===== src/rtl/spk_pkg.sv =====
package spk_pkg;

   typedef enum logic {
      THERM_COOL = 1'b0,
      THERM_TRIP = 1'b1
   } therm_e;

   // logical channel index served by slot m of core c
   function automatic int chan_of(input int c, input int m, input int ncores);
      return c + m * ncores;
   endfunction

endpackage


===== src/rtl/spk_core.sv =====
module spk_core #(
   parameter int MUX           = 4,
   parameter int POS_W         = 12,
   parameter int MAX_DWELL_CYC = 64
) (
   input  logic                 clk,
   input  logic                 rst_n,
   input  logic [POS_W-1:0]     pos,
   input  logic                 pos_moved,
   input  logic [MUX-1:0]       en_v,
   input  logic [MUX*POS_W-1:0] end_v,
   input  logic [MUX*POS_W-1:0] cut_v,
   input  logic [POS_W-1:0]     dwell,
   output logic [MUX-1:0]       drive_v
);

   localparam int PTR_W = (MUX > 1) ? $clog2(MUX) : 1;
   localparam int CNT_W = $clog2(MAX_DWELL_CYC + 1);

   logic [PTR_W-1:0] ptr;
   logic [POS_W-1:0] sel_end, sel_cut, win_lo;
   logic             sel_en, raw, drive, cut_hit, lock;
   logic [CNT_W-1:0] cnt;

   // selected channel fields
   always_comb begin
      sel_en  = 1'b0;
      sel_end = '0;
      sel_cut = '0;
      for (int m = 0; m < MUX; m++) begin
         if (ptr == PTR_W'(m)) begin
            sel_en  = en_v[m];
            sel_end = end_v[m*POS_W +: POS_W];
            sel_cut = cut_v[m*POS_W +: POS_W];
         end
      end
   end

   always_comb begin
      win_lo  = (dwell > sel_end) ? '0 : (sel_end - dwell);
      raw     = sel_en && (pos >= win_lo) && (pos < sel_end);
      drive   = raw && !lock;
      cut_hit = pos_moved && (pos == sel_cut);
   end

   generate
      if (MUX > 1) begin : g_rotate
         always_ff @(posedge clk or negedge rst_n) begin
            if (!rst_n)
               ptr <= '0;
            else if (cut_hit)
               ptr <= (ptr == PTR_W'(MUX - 1)) ? '0 : ptr + 1'b1;
         end
      end else begin : g_fixed
         assign ptr = '0;
      end
   endgenerate

   // dwell length guard
   always_ff @(posedge clk or negedge rst_n) begin
      if (!rst_n) begin
         lock <= 1'b0;
         cnt  <= '0;
      end else if (cut_hit) begin
         lock <= 1'b0;
         cnt  <= '0;
      end else if (!raw) begin
         cnt  <= '0;
      end else if (drive) begin
         if (cnt == CNT_W'(MAX_DWELL_CYC - 1))
            lock <= 1'b1;
         cnt <= cnt + 1'b1;
      end
   end

   generate
      for (genvar m = 0; m < MUX; m++) begin : g_drv
         assign drive_v[m] = drive && (ptr == PTR_W'(m));
      end
   endgenerate

endmodule


===== src/rtl/spk_thermal.sv =====
module spk_thermal #(
   parameter int TEMP_W = 8,
   parameter int HOT_C  = 85,
   parameter int COOL_C = 55
) (
   input  logic              clk,
   input  logic              rst_n,
   input  logic [TEMP_W-1:0] temp,
   output logic              trip_next,
   output logic              trip
);
   import spk_pkg::*;

   therm_e state, state_nx;

   always_comb begin
      state_nx = state;
      case (state)
         THERM_COOL: if (temp > TEMP_W'(HOT_C))   state_nx = THERM_TRIP;
         THERM_TRIP: if (temp <= TEMP_W'(COOL_C)) state_nx = THERM_COOL;
         default:    state_nx = THERM_COOL;
      endcase
   end

   always_ff @(posedge clk or negedge rst_n) begin
      if (!rst_n) state <= THERM_COOL;
      else        state <= state_nx;
   end

   assign trip_next = (state_nx == THERM_TRIP);
   assign trip      = (state == THERM_TRIP);

endmodule


===== src/rtl/spk_route.sv =====
module spk_route #(
   parameter int NUM_OUT = 8
) (
   input  logic               clk,
   input  logic               rst_n,
   input  logic [NUM_OUT-1:0] pulse_l,
   input  logic               waste,
   input  logic               block,
   output logic [NUM_OUT-1:0] spark_out
);
   localparam int HALF = NUM_OUT / 2;

   logic [NUM_OUT-1:0] phys;

   generate
      if ((NUM_OUT % 2) == 0) begin : g_fold
         always_comb begin
            phys = pulse_l;
            if (waste) begin
               phys[HALF-1:0]       = pulse_l[HALF-1:0] | pulse_l[NUM_OUT-1:HALF];
               phys[NUM_OUT-1:HALF] = '0;
            end
         end
      end else begin : g_pass
         assign phys = pulse_l;
      end
   endgenerate

   always_ff @(posedge clk or negedge rst_n) begin
      if (!rst_n)     spark_out <= '0;
      else if (block) spark_out <= '0;
      else            spark_out <= phys;
   end

endmodule


===== src/rtl/spk_window.sv =====
module spk_window #(
   parameter int MUX    = 4,
   parameter int STROKE = 4,
   parameter int US_W   = 16,
   parameter int RPM_W  = 16
) (
   input  logic             clk,
   input  logic             rst_n,
   input  logic [US_W-1:0]  dwell_us,
   input  logic [RPM_W-1:0] max_rpm,
   output logic             warn
);
   // dwell_us > 60e6*STROKE / (2*MUX*rpm), cross-multiplied
   localparam logic [63:0] LIMIT = 64'(60_000_000) * 64'(STROKE);

   logic [63:0] demand;

   assign demand = 64'(dwell_us) * 64'(max_rpm) * 64'(2 * MUX);

   always_ff @(posedge clk or negedge rst_n) begin
      if (!rst_n) warn <= 1'b0;
      else        warn <= (demand > LIMIT);
   end

endmodule


===== src/rtl/spk_mux_seq.sv =====
module spk_mux_seq #(
   parameter int NUM_CORES     = 2,
   parameter int CH_PER_CORE   = 4,
   parameter int POS_W         = 12,
   parameter int MAX_DWELL_CYC = 64,
   parameter int STROKE        = 4,
   parameter int TEMP_W        = 8,
   parameter int HOT_C         = 85,
   parameter int COOL_C        = 55,
   parameter int US_W          = 16,
   parameter int RPM_W         = 16
) (
   input  logic                             clk,
   input  logic                             rst_n,
   input  logic [POS_W-1:0]                 crank_pos,
   input  logic [NUM_CORES*CH_PER_CORE-1:0] chan_en,
   input  logic [NUM_CORES*CH_PER_CORE*POS_W-1:0] chan_end,
   input  logic [NUM_CORES*CH_PER_CORE*POS_W-1:0] chan_cutoff,
   input  logic [POS_W-1:0]                 dwell_cat,
   input  logic                             waste_mode,
   input  logic [TEMP_W-1:0]                temp_c,
   input  logic [US_W-1:0]                  dwell_us,
   input  logic [RPM_W-1:0]                 max_rpm,
   output logic [NUM_CORES*CH_PER_CORE-1:0] spark_out,
   output logic                             over_temp,
   output logic                             dwell_warn
);
   localparam int NUM_OUT = NUM_CORES * CH_PER_CORE;

   // elaboration-time parameter checks
   generate
      if (NUM_CORES < 1)       begin : g_bad_cores $error("NUM_CORES must be at least 1"); end
      if (CH_PER_CORE < 1)     begin : g_bad_mux   $error("CH_PER_CORE must be at least 1"); end
      if (MAX_DWELL_CYC < 1)   begin : g_bad_dwell $error("MAX_DWELL_CYC must be at least 1"); end
      if (COOL_C >= HOT_C)     begin : g_bad_hyst  $error("COOL_C must be below HOT_C"); end
      if (HOT_C >= (1 << TEMP_W)) begin : g_bad_temp $error("HOT_C does not fit TEMP_W"); end
      if (STROKE != 2 && STROKE != 4) begin : g_bad_stroke $error("STROKE must be 2 or 4"); end
   endgenerate

   logic [POS_W-1:0]   pos_q;
   logic               pos_moved;
   logic [NUM_OUT-1:0] pulse_l;
   logic               trip_next;

   always_ff @(posedge clk or negedge rst_n) begin
      if (!rst_n) pos_q <= '0;
      else        pos_q <= crank_pos;
   end

   assign pos_moved = (crank_pos != pos_q);

   generate
      for (genvar c = 0; c < NUM_CORES; c++) begin : g_core
         logic [CH_PER_CORE-1:0]       en_c;
         logic [CH_PER_CORE*POS_W-1:0] end_c;
         logic [CH_PER_CORE*POS_W-1:0] cut_c;
         logic [CH_PER_CORE-1:0]       drv_c;

         for (genvar m = 0; m < CH_PER_CORE; m++) begin : g_slot
            localparam int CH = spk_pkg::chan_of(c, m, NUM_CORES);
            assign en_c[m]                  = chan_en[CH];
            assign end_c[m*POS_W +: POS_W]  = chan_end[CH*POS_W +: POS_W];
            assign cut_c[m*POS_W +: POS_W]  = chan_cutoff[CH*POS_W +: POS_W];
            assign pulse_l[CH]              = drv_c[m];
         end

         spk_core #(
            .MUX          (CH_PER_CORE),
            .POS_W        (POS_W),
            .MAX_DWELL_CYC(MAX_DWELL_CYC)
         ) u_core (
            .clk      (clk),
            .rst_n    (rst_n),
            .pos      (crank_pos),
            .pos_moved(pos_moved),
            .en_v     (en_c),
            .end_v    (end_c),
            .cut_v    (cut_c),
            .dwell    (dwell_cat),
            .drive_v  (drv_c)
         );
      end
   endgenerate

   spk_thermal #(
      .TEMP_W(TEMP_W),
      .HOT_C (HOT_C),
      .COOL_C(COOL_C)
   ) u_therm (
      .clk      (clk),
      .rst_n    (rst_n),
      .temp     (temp_c),
      .trip_next(trip_next),
      .trip     (over_temp)
   );

   spk_route #(
      .NUM_OUT(NUM_OUT)
   ) u_route (
      .clk      (clk),
      .rst_n    (rst_n),
      .pulse_l  (pulse_l),
      .waste    (waste_mode),
      .block    (trip_next),
      .spark_out(spark_out)
   );

   spk_window #(
      .MUX   (CH_PER_CORE),
      .STROKE(STROKE),
      .US_W  (US_W),
      .RPM_W (RPM_W)
   ) u_window (
      .clk     (clk),
      .rst_n   (rst_n),
      .dwell_us(dwell_us),
      .max_rpm (max_rpm),
      .warn    (dwell_warn)
   );

endmodule


===== config.mk =====
export PLATFORM = sky130hd
export DESIGN_NAME = spk_mux_seq
export DESIGN_NICKNAME = d
export VERILOG_FILES = /design/src/rtl/spk_pkg.sv /design/src/rtl/spk_core.sv /design/src/rtl/spk_thermal.sv /design/src/rtl/spk_route.sv /design/src/rtl/spk_window.sv /design/src/rtl/spk_mux_seq.sv
export SDC_FILE = /design/constraint.sdc
export NUM_CORES = 1
export LEC_CHECK = 0
export BUFFER_PORTS_ARGS = -buffer_cell sky130_fd_sc_hd__buf_2
export CELL_PAD_IN_SITES_DETAIL_PLACEMENT = 1
export CELL_PAD_IN_SITES_GLOBAL_PLACEMENT = 2
export CORE_ASPECT_RATIO = 1.25
export CORE_MARGIN = 2
export CORE_UTILIZATION = 37
export DETAILED_ROUTE_END_ITERATION = 8
export PLACE_DENSITY = 0.95
export SETUP_SLACK_MARGIN = 0.4
export SYNTH_ARGS = -nofsm -noshare
export SYNTH_HDL_FRONTEND = slang
export SYNTH_SLANG_ARGS = --single-unit

===== constraint.sdc =====
create_clock -name clk -period 15.35 [get_ports clk]
set_input_delay 3.8375 -clock clk [delete_from_list [all_inputs] [get_ports clk]]
set_output_delay 3.8375 -clock clk [all_outputs]
set_load 0.005 [all_outputs]

==> results <==
- In the post-synthesis netlist, the biggest area contributors are sky130_fd_sc_hd__fa_1 (27%), sky130_fd_sc_hd__ha_1 (16%), sky130_fd_sc_hd__inv_1 (7.2%), sky130_fd_sc_hd__dfrtp_1 (7.2%), sky130_fd_sc_hd__nand2_1 (6.6%).
- The horizontal extent of the die is 182 um.
- After detailed routing, the average wire length per cell comes to 18.8 um.
- In the synthesized netlist the async set-or-reset flop fraction comes to 100%.
- The final worst setup slack is 5.22 ns.
- The pre-CTS worst setup slack is 4.91 ns.
- In the synthesized netlist the dominant register cell turns out to be sky130_fd_sc_hd__dfrtp_1.
- The number of antenna violations at the first check in global routing came to 0.
- After synthesis the netlist holds a flip-flop and latch count of 42.
- The H-tree was split into 2 levels.
- The design draws 3.06 mW.
- Setup violations remaining at the end of the flow were counted as 0.
- The congestion estimate from routability-driven global placement came to 0.890.
- The aggregate global-route resource usage is 23.7%.
- Counting instances, the worst hold path has a depth of 2.
- The run finished with clean final reports.
- The worst pin sits at a relative slew slack of 31.4%.
- The violation count after the first detailed-route iteration is 591.
- The total of hold buffers inserted after clock tree synthesis is 0.
- The final hold violation count came to 0.
- Summing the sequential cell areas from Yosys gives 7.17% of the chip area.
- Post-CTS timing repair inserted 0 buffers for setup.
- Buffers placed on the I/O ports in this run total 275.
- The slowest stage cell on the critical path is sky130_fd_sc_hd__fa_1.
- The critical path arrival is 10.27 ns.
- In the layout the commonest cells are sky130_fd_sc_hd__inv_1 (281), sky130_fd_sc_hd__buf_2 (275), sky130_fd_sc_hd__nand2_1 (257), sky130_fd_sc_hd__fa_1 (196), sky130_fd_sc_hd__ha_1 (183).
- The number of top-level pins is 277.
- For this run, the top clock speed supported by timing is 98.7 MHz.
- The first global-routing pass estimated 77800 um of wire.
- The power per unit of standard cell area is 186 mW/mm^2.
- The cell at the root of the clock tree is sky130_fd_sc_hd__clkbuf_16.
- Grouping stages by cell kind, the critical path spends the most delay in adder cells.
- In this run, synthesis inferred 0 flip-flops with an integrated enable.
- The post-cts sizing count is 0.
- Leaving out fill and tap cells, the most frequent cell in the layout is sky130_fd_sc_hd__inv_1.
- In the synthesized netlist, the number of instances is 1850.
- The clock tree from TritonCTS is built.
- The critical path's most frequent cell is sky130_fd_sc_hd__fa_1.
- The maximum buffer depth of the clock tree is 2.
- Synthesis instantiated 70 different standard cells from the library.
- The type of the worst setup path is input pin to register.
- Buffers inserted during clock tree synthesis total 5.
- After layout, the worst path uses 66.0% of the clock period.
- The total number of cells along the worst setup path is 23.
- 0 antenna diodes ended up in the layout.
- From bottom edge to top edge, the die measures 226 um.
- The final layout net count is 2705.
- Summed over all layers, the routed wires come to 48100 um.
- Clock latency on the worst-skew pair, taken at its later pin, is 0.29 ns.
- Setup total negative slack on the finished layout was measured at 0 ns.
- The count of nets left with antenna violations after detail routing is 0.
- Along the worst path, the maximum fanout reaches 16.
- During synthesis, Yosys emitted a total of 0 warnings.
- Using the TritonRoute via totals, the vias-per-cell ratio works out to 5.32.
- Cells fill 42.2% of the core in the end.
- In the global route stage, met3 resource usage came out at 2.14%.
- The depth of the worst register-to-register path is 27.
- CTS saw 42 sinks.
- Summed over all instances, the cell type with the most area after synthesis is sky130_fd_sc_hd__fa_1.
- The detailed-router iteration count before antenna repair is 5.
- The analysis attributes to cell leakage a power of 8.51 nW.
- The area overhead of the layout relative to synthesis is 12.8%.
- Row generation in the floorplan step produced 81 rows.
- The total buffers and inverters traversed by the critical path is 6.
- In the routed design, unresolved DRC markers number 0.
- The met2 global-route usage is 44.6%.
- The average cell area after synthesis is 7.92 um^2.
- The worst hold-check path type is register to register.
- After clock tree synthesis, the clock-pin slew on the worst setup and hold paths is 0.06 ns.
- The worst-case IR drop observed on VDD is 0.000191 V.
- Across the run, the number of max-cap violations was 0.
- The final global-route overflow total is 0.
- The via count of the first global-routing pass was 15200.
- The initial utilization of the core area, before any placement, comes to 37.4%.
- The HPWL after detailed placement is 40100 um.
- The global routing stage identified its most utilized layer as met2.
- The final critical-path required period is 10.13 ns.
- The category of the worst setup path capture point is a register.
- The core region is 0.0391 mm^2.
- The slew of the pin with the lowest slew margin is 1.03 ns.
- The met1 usage in global routing is 28.5%.
- The netlist area before placement is 0.0146 mm^2.
- The final-report max-slew violation count is 0.
- The critical path launch point type is an input pin.
- Counting every net in the synthesized netlist gives 2497.
- Setup repair after global routing left no endpoint under its margin.
- The die covers 0.0412 mm^2.
- The worst hold margin is 0.561 ns.
- Detailed routing inserted a total of 13600 vias.
- The area share of the leading cell type in the synthesized netlist is 26.8%.
- Entering global routing, the biggest net connects 54 pins.
- The worst endpoint required time is 15.49 ns.
- In this design, the stage delay of the slowest critical-path cell is 0.56 ns.
- The signal on the critical path passes through buf_2 -> nand2_1 -> fa_1 -> inv_1 -> fa_1 -> inv_1 -> fa_1 -> inv_1 -> fa_1 -> fa_1 -> inv_1 -> fa_1 -> inv_1 -> ha_1 -> and3_1 -> nand2_1 -> a211o_1 -> and4b_1 -> o21ai_0 -> nand4_1 -> mux2i_1 -> a2111oi_0 -> o2111ai_1.
- Clock skew on the completed layout was measured at 0.00747 ns.
- The ratio of cells with drive above 1 in the final layout is 14.8%.
[kinds of logic (layout without fill, tap and decap cells)]
logic type / after synthesis / in the layout / share of synthesized area [%]
flops: 42 / 42 / 7.17
mux: 6 / 6 / 0.419
buf+inv: 362 / 571 / 9.63
xor+xnor: 79 / 79 / 4.72
simple gates: 656 / 656 / 21.6
compound gates: 325 / 325 / 13.9
fa+ha+maj: 380 / 380 / 42.5
[registers in the layout (all words and copies together), names as in the netlist]
signal              flops
pos_q                  12
u_window.warn           1
g_core.u_core.lock      2
u_therm.trip            1
u_route.spark_out       8
g_core.u_core.ptr       4
g_core.u_core.cnt      14
[layer usage]
layer | up-vias | wire [um] | part of all wire (%)
met5 | - | 0 | 0
met4 | 0 | 1480 | 3.1
met3 | 86 | 1990 | 4.1
met2 | 362 | 25200 | 52
met1 | 6771 | 19400 | 40
li1 | 6385 | - | -
[cell type report]
cell class | instances | area, um^2
fillers | 4931 | 22600
inverters | 281 | 1050
clock buffers | 5 | 125
repair buffers | 282 | 1430
multi-input cells | 1446 | 12200
clock inverters | 3 | 43.8
flip-flops and latches | 42 | 1050
well taps | 498 | 623
[power breakdown]
part / internal (mW) / switching [mW]
clock network: 0.0771 / 0.0470
logic: 1.14 / 1.68
registers: 0.115 / 0.00225
[Yosys cell counts, types with 5 or more instances]
library cell,n
sky130_fd_sc_hd__a211o_1,5
sky130_fd_sc_hd__a211oi_1,9
sky130_fd_sc_hd__a21o_1,27
sky130_fd_sc_hd__a21oi_1,150
sky130_fd_sc_hd__a221oi_1,10
sky130_fd_sc_hd__and2_1,122
sky130_fd_sc_hd__and2b_1,5
sky130_fd_sc_hd__and3_1,7
sky130_fd_sc_hd__and4_1,5
sky130_fd_sc_hd__buf_2,11
sky130_fd_sc_hd__clkbuf_1,62
sky130_fd_sc_hd__dfrtp_1,42
sky130_fd_sc_hd__fa_1,196
sky130_fd_sc_hd__ha_1,184
sky130_fd_sc_hd__inv_1,281
sky130_fd_sc_hd__mux2i_1,5
sky130_fd_sc_hd__nand2_1,257
sky130_fd_sc_hd__nand2b_1,12
sky130_fd_sc_hd__nand3_1,24
sky130_fd_sc_hd__nand3b_1,20
sky130_fd_sc_hd__nand4_1,9
sky130_fd_sc_hd__nor2_1,130
sky130_fd_sc_hd__nor2b_1,31
sky130_fd_sc_hd__nor3_1,7
sky130_fd_sc_hd__nor4_1,9
sky130_fd_sc_hd__o2111ai_1,5
sky130_fd_sc_hd__o211ai_1,6
sky130_fd_sc_hd__o21a_1,5
sky130_fd_sc_hd__o21ai_0,50
sky130_fd_sc_hd__o21bai_1,5
sky130_fd_sc_hd__o31ai_1,11
sky130_fd_sc_hd__xnor2_1,35
sky130_fd_sc_hd__xor2_1,44
[worst min-delay path, cell delays in order (launching register included)]
cell and delay (ns):
sky130_fd_sc_hd__dfrtp_1 0.36, sky130_fd_sc_hd__xor2_1 0.08, sky130_fd_sc_hd__nor2_1 0.08
[metrics by stage]
step	cells	instance area, um^2
after global placement	2549	16300
after floorplan	1850	14600
after global routing	2557	16500
after CTS	2557	16500
final	2557	16500
after detailed placement	2549	16300
[final timing paths]
check | startpoint | end | slack (ns)
hold reg to reg | g_core[1].u_core.cnt[5]$_DFFE_PN0P_ | g_core[1].u_core.cnt[5]$_DFFE_PN0P_ | 0.56
max in group asynchronous | rst_n | pos_q[2]$_DFF_PN0_ | 10.99
min in group asynchronous | rst_n | u_route.spark_out[3]$_DFF_PN0_ | 3.70
hold / removal | g_core[1].u_core.cnt[5]$_DFFE_PN0P_ | g_core[1].u_core.cnt[5]$_DFFE_PN0P_ | 0.56
setup / recovery | dwell_us[5] | u_window.warn$_DFF_PN0_ | 5.22
setup reg to reg | g_core[0].u_core.ptr[0]$_DFFE_PN0P_ | g_core[0].u_core.cnt[4]$_DFFE_PN0P_ | 8.65
(Power assumes the default switching activity.)
